===== src/rtl/icfg_pkg.sv =====
package icfg_pkg;
  localparam logic [7:0] IX_DEVSEL = 8'h07;
  localparam logic [7:0] IX_IDENT  = 8'h20;
  localparam logic [7:0] IX_REVIS  = 8'h27;
  localparam logic [7:0] IX_ENABLE = 8'h30;
  localparam logic [7:0] IX_BASEHI = 8'h60;
  localparam logic [7:0] IX_BASELO = 8'h61;
  localparam logic [7:0] IX_PINSEL = 8'hF0;
  localparam logic [7:0] IX_PINCFG = 8'hF1;
  localparam logic [7:0] IX_PINEVT = 8'hF2;

  typedef struct packed {
    logic       we;
    logic [7:0] idx;
    logic [7:0] data;
  } cfg_wr_t;
endpackage


===== src/rtl/icfg_host_port.sv =====
module icfg_host_port
  import icfg_pkg::*;
(
  input  logic       clk,
  input  logic       rst_n,
  input  logic       req_valid,
  output logic       req_ready,
  input  logic       req_addr,
  input  logic       req_write,
  input  logic [7:0] req_wdata,
  output logic       rsp_valid,
  input  logic       rsp_ready,
  output logic [7:0] rsp_data,
  input  logic [7:0] win_rdata,
  output logic [7:0] cur_idx,
  output cfg_wr_t    win_wr
);
  logic       take;
  logic       rv_q;
  logic [7:0] rd_q;
  logic [7:0] idx_q;

  assign req_ready = !rv_q;
  assign take      = req_valid && req_ready;
  assign rsp_valid = rv_q;
  assign rsp_data  = rd_q;
  assign cur_idx   = idx_q;

  assign win_wr.we   = take && req_write && req_addr;
  assign win_wr.idx  = idx_q;
  assign win_wr.data = req_wdata;

  always_ff @(posedge clk) begin
    if (!rst_n) begin
      idx_q <= '0;
      rv_q  <= 1'b0;
      rd_q  <= '0;
    end else begin
      if (take && req_write && !req_addr) idx_q <= req_wdata;
      if (take && !req_write) begin
        rv_q <= 1'b1;
        rd_q <= req_addr ? win_rdata : idx_q;
      end else if (rv_q && rsp_ready) begin
        rv_q <= 1'b0;
      end
    end
  end


  rsp_hold_chk: assert property (@(posedge clk) disable iff (!rst_n)
    (rsp_valid && !rsp_ready) |=> (rsp_valid && $stable(rsp_data) && !req_ready));


  read_rsp_chk: assert property (@(posedge clk) disable iff (!rst_n)
    (req_valid && req_ready && !req_write) |=> rsp_valid);
endmodule


===== src/rtl/icfg_dev_bank.sv =====
module icfg_dev_bank
  import icfg_pkg::*;
#(
  parameter int NUM_DEV = 15
) (
  input  logic                  clk,
  input  logic                  rst_n,
  input  cfg_wr_t               win_wr,
  input  logic [7:0]            cur_idx,
  output logic [7:0]            sel_dev,
  output logic [7:0]            rdata,
  output logic [NUM_DEV-1:0]    dev_enable,
  output logic [NUM_DEV*16-1:0] dev_base
);
  logic [7:0]  sel_q;
  logic        act_q  [NUM_DEV];
  logic [15:0] base_q [NUM_DEV];

  assign sel_dev = sel_q;

  always_ff @(posedge clk) begin
    if (!rst_n) begin
      sel_q <= '0;
    end else if (win_wr.we && win_wr.idx == IX_DEVSEL &&
                 win_wr.data < 8'(NUM_DEV)) begin
      sel_q <= win_wr.data;
    end
  end

  for (genvar d = 0; d < NUM_DEV; d++) begin : g_dev
    logic hit;
    assign hit = win_wr.we && (sel_q == 8'(d));
    always_ff @(posedge clk) begin
      if (!rst_n) begin
        act_q[d]  <= 1'b0;
        base_q[d] <= '0;
      end else if (hit) begin
        if (win_wr.idx == IX_ENABLE) act_q[d] <= win_wr.data[0];
        if (win_wr.idx == IX_BASEHI) base_q[d][15:8] <= win_wr.data;
        if (win_wr.idx == IX_BASELO) base_q[d][7:0]  <= win_wr.data;
      end
    end
    assign dev_enable[d]        = act_q[d];
    assign dev_base[16*d +: 16] = base_q[d];
  end

  always_comb begin
    logic        a;
    logic [15:0] b;
    a = 1'b0;
    b = '0;
    for (int d = 0; d < NUM_DEV; d++) begin
      if (sel_q == 8'(d)) begin
        a = act_q[d];
        b = base_q[d];
      end
    end
    case (cur_idx)
      IX_DEVSEL: rdata = sel_q;
      IX_ENABLE: rdata = {7'b0, a};
      IX_BASEHI: rdata = b[15:8];
      IX_BASELO: rdata = b[7:0];
      default:   rdata = 8'h00;
    endcase
  end


  devsel_range_chk: assert property (@(posedge clk) disable iff (!rst_n)
    sel_q < 8'(NUM_DEV));


  enable_quiet_chk: assert property (@(posedge clk) disable iff (!rst_n)
    !win_wr.we |=> $stable(dev_enable));
endmodule


===== src/rtl/icfg_pin_bank.sv =====
module icfg_pin_bank
  import icfg_pkg::*;
#(
  parameter int NUM_PINS = 29
) (
  input  logic                  clk,
  input  logic                  rst_n,
  input  cfg_wr_t               win_wr,
  input  logic [7:0]            cur_idx,
  input  logic                  bank_on,
  output logic [7:0]            rdata,
  output logic [NUM_PINS*3-1:0] pin_cfg
);
  logic [7:0] psel_q;
  logic [6:0] pin_num;
  logic       pin_ok;
  logic [2:0] cfg_q [NUM_PINS];
  logic [7:0] evt_q [NUM_PINS];

  assign pin_num = {psel_q[7:4], psel_q[2:0]};
  assign pin_ok  = !psel_q[3] && (pin_num < 7'(NUM_PINS));

  always_ff @(posedge clk) begin
    if (!rst_n) begin
      psel_q <= '0;
    end else if (win_wr.we && bank_on && win_wr.idx == IX_PINSEL) begin
      psel_q <= win_wr.data;
    end
  end

  for (genvar p = 0; p < NUM_PINS; p++) begin : g_pin
    logic hit;
    assign hit = win_wr.we && bank_on && pin_ok && (pin_num == 7'(p));
    always_ff @(posedge clk) begin
      if (!rst_n) begin
        cfg_q[p] <= '0;
        evt_q[p] <= '0;
      end else if (hit) begin
        if (win_wr.idx == IX_PINCFG) cfg_q[p] <= win_wr.data[2:0];
        if (win_wr.idx == IX_PINEVT) evt_q[p] <= win_wr.data;
      end
    end
    assign pin_cfg[3*p +: 3] = cfg_q[p];
  end

  always_comb begin
    logic [2:0] c;
    logic [7:0] e;
    c = '0;
    e = '0;
    for (int p = 0; p < NUM_PINS; p++) begin
      if (pin_ok && pin_num == 7'(p)) begin
        c = cfg_q[p];
        e = evt_q[p];
      end
    end
    rdata = 8'h00;
    if (bank_on) begin
      case (cur_idx)
        IX_PINSEL: rdata = psel_q;
        IX_PINCFG: rdata = {5'b0, c};
        IX_PINEVT: rdata = e;
        default:   rdata = 8'h00;
      endcase
    end
  end


  bad_pin_chk: assert property (@(posedge clk) disable iff (!rst_n)
    (win_wr.we && !pin_ok) |=> $stable(pin_cfg));


  other_bank_chk: assert property (@(posedge clk) disable iff (!rst_n)
    (win_wr.we && !bank_on) |=> ($stable(pin_cfg) && $stable(psel_q)));
endmodule


===== src/rtl/idx_cfg_space.sv =====
module idx_cfg_space
  import icfg_pkg::*;
#(
  parameter int         NUM_DEV  = 15,
  parameter int         PIN_DEV  = 7,
  parameter int         NUM_PINS = 29,
  parameter logic [7:0] IDENT    = 8'hE9,
  parameter logic [7:0] REVISION = 8'h01
) (
  input  logic                  clk,
  input  logic                  rst_n,
  input  logic                  req_valid,
  output logic                  req_ready,
  input  logic                  req_addr,
  input  logic                  req_write,
  input  logic [7:0]            req_wdata,
  output logic                  rsp_valid,
  input  logic                  rsp_ready,
  output logic [7:0]            rsp_data,
  output logic [NUM_DEV-1:0]    dev_enable,
  output logic [NUM_DEV*16-1:0] dev_base,
  output logic [NUM_PINS*3-1:0] pin_cfg
);
  cfg_wr_t    win_wr;
  logic [7:0] cur_idx;
  logic [7:0] sel_dev;
  logic [7:0] dev_rd;
  logic [7:0] pin_rd;
  logic [7:0] win_rdata;
  logic       pin_bank_on;

  assign pin_bank_on = (sel_dev == 8'(PIN_DEV));

  icfg_host_port u_port (
    .clk(clk), .rst_n(rst_n),
    .req_valid(req_valid), .req_ready(req_ready), .req_addr(req_addr),
    .req_write(req_write), .req_wdata(req_wdata),
    .rsp_valid(rsp_valid), .rsp_ready(rsp_ready), .rsp_data(rsp_data),
    .win_rdata(win_rdata), .cur_idx(cur_idx), .win_wr(win_wr)
  );

  icfg_dev_bank #(.NUM_DEV(NUM_DEV)) u_dev (
    .clk(clk), .rst_n(rst_n), .win_wr(win_wr), .cur_idx(cur_idx),
    .sel_dev(sel_dev), .rdata(dev_rd),
    .dev_enable(dev_enable), .dev_base(dev_base)
  );

  icfg_pin_bank #(.NUM_PINS(NUM_PINS)) u_pin (
    .clk(clk), .rst_n(rst_n), .win_wr(win_wr), .cur_idx(cur_idx),
    .bank_on(pin_bank_on), .rdata(pin_rd), .pin_cfg(pin_cfg)
  );

  always_comb begin
    case (cur_idx)
      IX_IDENT: win_rdata = IDENT;
      IX_REVIS: win_rdata = REVISION;
      default:  win_rdata = dev_rd | pin_rd;
    endcase
  end
endmodule


===== config.mk =====
export PLATFORM = sky130hd
export DESIGN_NAME = idx_cfg_space
export DESIGN_NICKNAME = d
export VERILOG_FILES = /design/src/rtl/icfg_pkg.sv /design/src/rtl/icfg_host_port.sv /design/src/rtl/icfg_dev_bank.sv /design/src/rtl/icfg_pin_bank.sv /design/src/rtl/idx_cfg_space.sv
export SDC_FILE = /design/constraint.sdc
export NUM_CORES = 1
export LEC_CHECK = 0
export BUFFER_PORTS_ARGS = -buffer_cell sky130_fd_sc_hd__buf_2
export CORE_MARGIN = 10
export CORE_UTILIZATION = 40
export CTS_CLUSTER_DIAMETER = 80
export CTS_CLUSTER_SIZE = 40
export DETAILED_ROUTE_END_ITERATION = 8
export GPL_TIMING_DRIVEN = 0
export PLACE_DENSITY = 0.61
export SYNTH_ARGS = -nofsm -noshare
export SYNTH_HDL_FRONTEND = slang
export SYNTH_HIERARCHICAL = 1
export SYNTH_SLANG_ARGS = --single-unit

===== constraint.sdc =====
create_clock -name clk -period 4 [get_ports clk]
set_input_delay 1 -clock clk [delete_from_list [all_inputs] [get_ports clk]]
set_output_delay 1 -clock clk [all_outputs]
set_load 0.05 [all_outputs]

# Word-level counts from Yosys, hierarchy flattened
# Memory sizes are Yosys's and may differ from the RTL's.
# Index checks and enable logic that the tools add are counted.
[word_totals]
ff_bits = 33
ramBits = 574
input_bits = 14
elab_cells = 770
n_memories = 4
[mem_list]
columns = ["memory", "depth", "width", "rd", "rd_ports_with_merged_regs", "write_ports", "line", "rtl"]
rows = [
  ["u_dev.base_q", 15, 16, 15, 0, 15, "icfg_dev_bank.sv:17", "logic [15:0] base_q [NUM_DEV];"],
  ["u_pin.evt_q", 29, 8, 29, 0, 29, "icfg_pin_bank.sv:18", "logic [7:0] evt_q [NUM_PINS];"],
  ["u_pin.cfg_q", 29, 3, 29, 0, 29, "icfg_pin_bank.sv:17", "logic [2:0] cfg_q [NUM_PINS];"],
  ["u_dev.act_q", 15, 1, 15, 0, 15, "icfg_dev_bank.sv:16", "logic act_q [NUM_DEV];"],
]
[op_classes]
magnitude_cmp = 2
eq_ne = 51
mux = 513
n_bitwise = 104
n_reduce_logical = 91
[op_table]
columns = ["op", "count"]
rows = [
  ["$mux W8", 90],
  ["$mux W1", 347],
  ["$mux W16", 15],
  ["$mux W3", 58],
  ["$or A1 B1 Y1", 103],
  ["$eq A7 B5 Y1 const B", 13],
  ["$logic_and A1 B1 Y1", 84],
  ["$eq A7 B4 Y1 const B", 8],
  ["$eq A8 B4 Y1 const B", 7],
  ["$eq A8 B3 Y1 const B", 5],
  ["$pmux W8 S4", 1],
  ["$eq A7 B3 Y1 const B", 4],
  ["$eq A8 B6 Y1 const B", 3],
  ["$eq A8 B8 Y1 const B", 3],
  ["$pmux W8 S3", 1],
  ["$eq A8 B2 Y1 const B", 2],
  ["$eq A8 B7 Y1 const B", 2],
  ["$pmux W8 S2", 1],
  ["$eq A7 B2 Y1 const B", 2],
  ["$eq A8 B1 Y1 const B", 1],
  ["$logic_not A8 Y1", 1],
  ["$lt A8 B4 Y1 const B", 1],
  ["$or A8 B8 Y8", 1],
  ["$eq A7 B1 Y1 const B", 1],
  ["4 further kinds", 7],
]

# Logic depth before layout (Yosys ltp)
[depth]
word_depth = 37
ltp_mapped = 16
ltp_nobuf = 13

# Hierarchy
# The synthesis kept the hierarchy.
[modules_own_cells]
columns = ["mod", "n_inst", "cells_per_inst", "area_per_inst_um2"]
rows = [
  ["icfg_pin_bank", 1, 1389, 15542.4],
  ["icfg_dev_bank", 1, 1114, 12653.4],
  ["icfg_host_port", 1, 98, 868.3],
  ["idx_cfg_space", 1, 29, 181.4],
]

# Worst setup path before layout
# Ideal clock, no wire load.
[synth_path]
path_type = "input -> register"
from = "input req_write"
to = "memory u_pin.evt_q[0][0] (enable)"
arrival_time_ns = 3.306
required_time_ns = 3.616
slack_ns = 0.310
path_stages = 10
n_path_buf = 3
cell_sequence = "clkbuf_1 -> nand2_1 -> nor2_1 -> nand2_1 -> or4_1 -> nor2_1 -> nand2_1 -> clkbuf_1 -> clkbuf_1 -> o21ai_0"
[synth_lines]
columns = ["element", "line", "rtl"]
rows = [
  ["start, declared", "idx_cfg_space.sv:15", "input logic req_write,"],
  ["end, declared", "icfg_pin_bank.sv:18", ""],
]

==> results.json <==
{
  "slowest_delay_ns": 1.15,
  "numCtsBuffers": 35,
  "n_fill_cell": 6790,
  "synth_area_leaders": "edfxtp_1, nor2_1, o21ai_0",
  "synth_edf_count": 573,
  "multi_input_area_mm2": 0.0106,
  "layout.cells.non_filler": 4032,
  "initial_core_util": 0.402,
  "rows": 99,
  "clock_latency_ns": 0.63,
  "end_kind": "register",
  "final_max_slew_viol_count": 0,
  "drive_gt1_frac": 0.226,
  "slew_headroom": 0.0639,
  "seqCellArea_mm2": 0.0179,
  "crit_type": "register to register",
  "ctsHoldBuffers": 0,
  "path_common_cell": "clkbuf_1",
  "p_per_area_mw_per_mm2": 382,
  "synth-async-reset-ratio": 0,
  "ys_seq_area_frac": 0.612,
  "grt_pass1_vias": 25400,
  "syn_area_mm2": 0.0292,
  "min_period_ns": 4.12,
  "tightest_slew_ns": 1.40,
  "drt-initial-drc-count": 4698,
  "grt_max_degree": 41,
  "cts_tree": "built",
  "grt_pass1_wl_mm": 205,
  "cap_viol_max_count": 0,
  "dieHeight_um": 290,
  "fmax_mhz": 243,
  "p_total_uw": 13100,
  "synth_cell_types": 94,
  "synth_common_cells": "edfxtp_1, nor2_1, o21ai_0, clkbuf_1, nand2_1",
  "drt-total-wl_mm": 150,
  "rsz0062_at_grt": "yes",
  "status": "finished with violations",
  "hold_viol": 0,
  "port_buffers": 364,
  "crit_start": "u_dev/sel_dev[7]$_SDFFE_PN0P_",
  "cts-htree-levels": 2,
  "start_kind": "register",
  "holdCritStartpoint": "u_port/rsp_data[5]$_SDFFE_PN0P_",
  "die_w_um": 290,
  "dp_hpwl_mm": 114,
  "cp_num_cells": 5,
  "power_leakage_uw": 0.0118,
  "finClkSkew_ns": 0.0584,
  "clk_pin_slew_ns": 0.11,
  "utilization": 0.471,
  "netlist.area_leader.share": 0.588,
  "vias_per_cell": 6.61,
  "yosys.area.top_type": "edfxtp_1",
  "grt_remaining_overflow": 0,
  "hold_depth": 2,
  "routedWlPerCell_um": 37.2,
  "critPathRequiredTime_ns": 4.24,
  "period_share": 1.03,
  "crit_family": "simple AND/OR/NAND/NOR gates",
  "drcViolationCount": 0,
  "cts_buffer_depth": 3,
  "coreArea_mm2": 0.0727,
  "dpl.cell_count": 3957,
  "crit_slowest_cell": "o21ai_0",
  "setup_viol": 12,
  "antenna_found_initial": 10,
  "gp_congestion": 1.05,
  "cp_data_arrival_time_ns": 4.36,
  "synth.net_count": 2644,
  "ios": 366,
  "hp-class": "register to register",
  "path_cells": "nor4_4, nand4_1, clkbuf_1, clkbuf_1, o21ai_0",
  "nets": 3058,
  "setup_slack_ns": -0.118,
  "fin_setup_tns_ns": -1.05,
  "areaGrowthSynthToFinish_pct": 17.2,
  "rr_startpoint": "u_dev/sel_dev[7]$_SDFFE_PN0P_",
  "peakVddDrop_mv": 0.331,
  "vias": 26600,
  "track_usage": 0.339,
  "yosysWarnings": 6,
  "violations": "setup timing",
  "synth_area_per_cell_um2": 11.1,
  "worst_r2r_path_depth": 5,
  "synth-main-ff-cell": "edfxtp_1",
  "drtPass1Iterations": 8,
  "synth-seq-cells": 607,
  "numClockSinks": 607,
  "dieArea_mm2": 0.0843,
  "ctsRootBufferMaster": "clkbuf_16",
  "cp_max_fo": 10,
  "synthCells": 2630,
  "ant_nets": 0,
  "path_buf_inv": 2
}
-- metal layers --
metal	wire length (µm)	global-route usage	share of wire
met2	66300	0.518	0.44
met1	56400	0.447	0.38
met3	19700	0.0935	0.13
met5	41	0	0.00027
met4	7690	0.147	0.051
-- worst min-delay path, delay by kind of cell, from the launching register on --
| family | cells | cell delay, ns |
|---|---|---|
| AO/OA/AOI/OAI | 2 | 0.14 |
| flip-flops | 1 | 0.32 |
-- timing repair --
action                                  CTS  global route
gates resized for setup                  89           112
cloned                                    0             0
setup buffers                             4             7
pin swaps                                 3             9
endpoints found under the setup margin  653           489
-- power by group --
| part | leakage [µW] | internal, µW | switching [µW] | total (µW) |
|---|---|---|---|---|
| Sequential | 0.00587 | 7200 | 229 | 7430 |
| Clock | 0.000640 | 1950 | 2600 | 4540 |
| Combinational | 0.00526 | 195 | 932 | 1130 |
| Total | 0.0118 | 9340 | 3760 | 13100 |
-- final cells by class --
type	count	share of cell area
sequential	607	0.522
multi-input combinational	1756	0.309
timing repair buffer	381	0.0573
tap	959	0.0350
buffer	243	0.0349
clock buffer	40	0.0280
clock inverter	23	0.0114
inverter	20	0.00234
antenna	3	0.000219
-- through the flow --
stage	worst slack (ns)	hold slack (ns)	instance area, µm²
floorplan	0.310	0.497	29200
global placement	-1.54	0.477	32300
detailed placement	-1.48	0.482	32300
CTS	-0.0613	0.497	33900
global route	-0.128	0.523	34300
finish	-0.118	0.498	34300
-- sequential cells by signal, indices dropped and copies added, names as in the netlist --
register,cells
u_pin/cfg_q,87
u_dev/sel_dev,8
u_pin/evt_q,232
u_pin/psel_q,8
u_port/rsp_valid,1
u_dev/base_q,240
u_port/cur_idx,8
u_dev/act_q,15
u_port/rsp_data,8
-- kinds of logic (layout without fill, tap and decap cells) --
logic type | Yosys count | after routing | synth area share
buffers and inverters | 267 | 707 | 0.0412
AOI/OAI and AO/OA | 573 | 573 | 0.130
and+or+nand+nor | 1118 | 1118 | 0.188
muxes | 65 | 65 | 0.0290
other | 0 | 3 | 0
DFF | 607 | 607 | 0.612
-- worst paths after layout --
path / to / slack, ns
max: u_dev/base_q[1][110]$_SDFFCE_PN0P_ / -0.12
min: u_port/rsp_data[5]$_SDFFE_PN0P_ / 0.50
max reg2reg: u_dev/base_q[1][110]$_SDFFCE_PN0P_ / -0.12
min reg2reg: u_port/rsp_data[5]$_SDFFE_PN0P_ / 0.50
-- placed cells by master (no fill, tap or decap), types with 22 or more instances in the layout --
cell type and n:
edfxtp_1 573, nor2_1 569, buf_2 407, nand2_1 142, clkbuf_1 131, o21ai_0 106, a21oi_1 77, o21ai_1 72
and3_1 67, nand3_1 52, and2_1 52, buf_4 42, mux2i_1 42, clkbuf_16 38, a22oi_1 35, dfxtp_1 34
nor3_1 33, o22ai_1 33, o211ai_1 27, a221oi_1 26, a31oi_1 22
No activity file was read; power rests on OpenSTA's default activity.
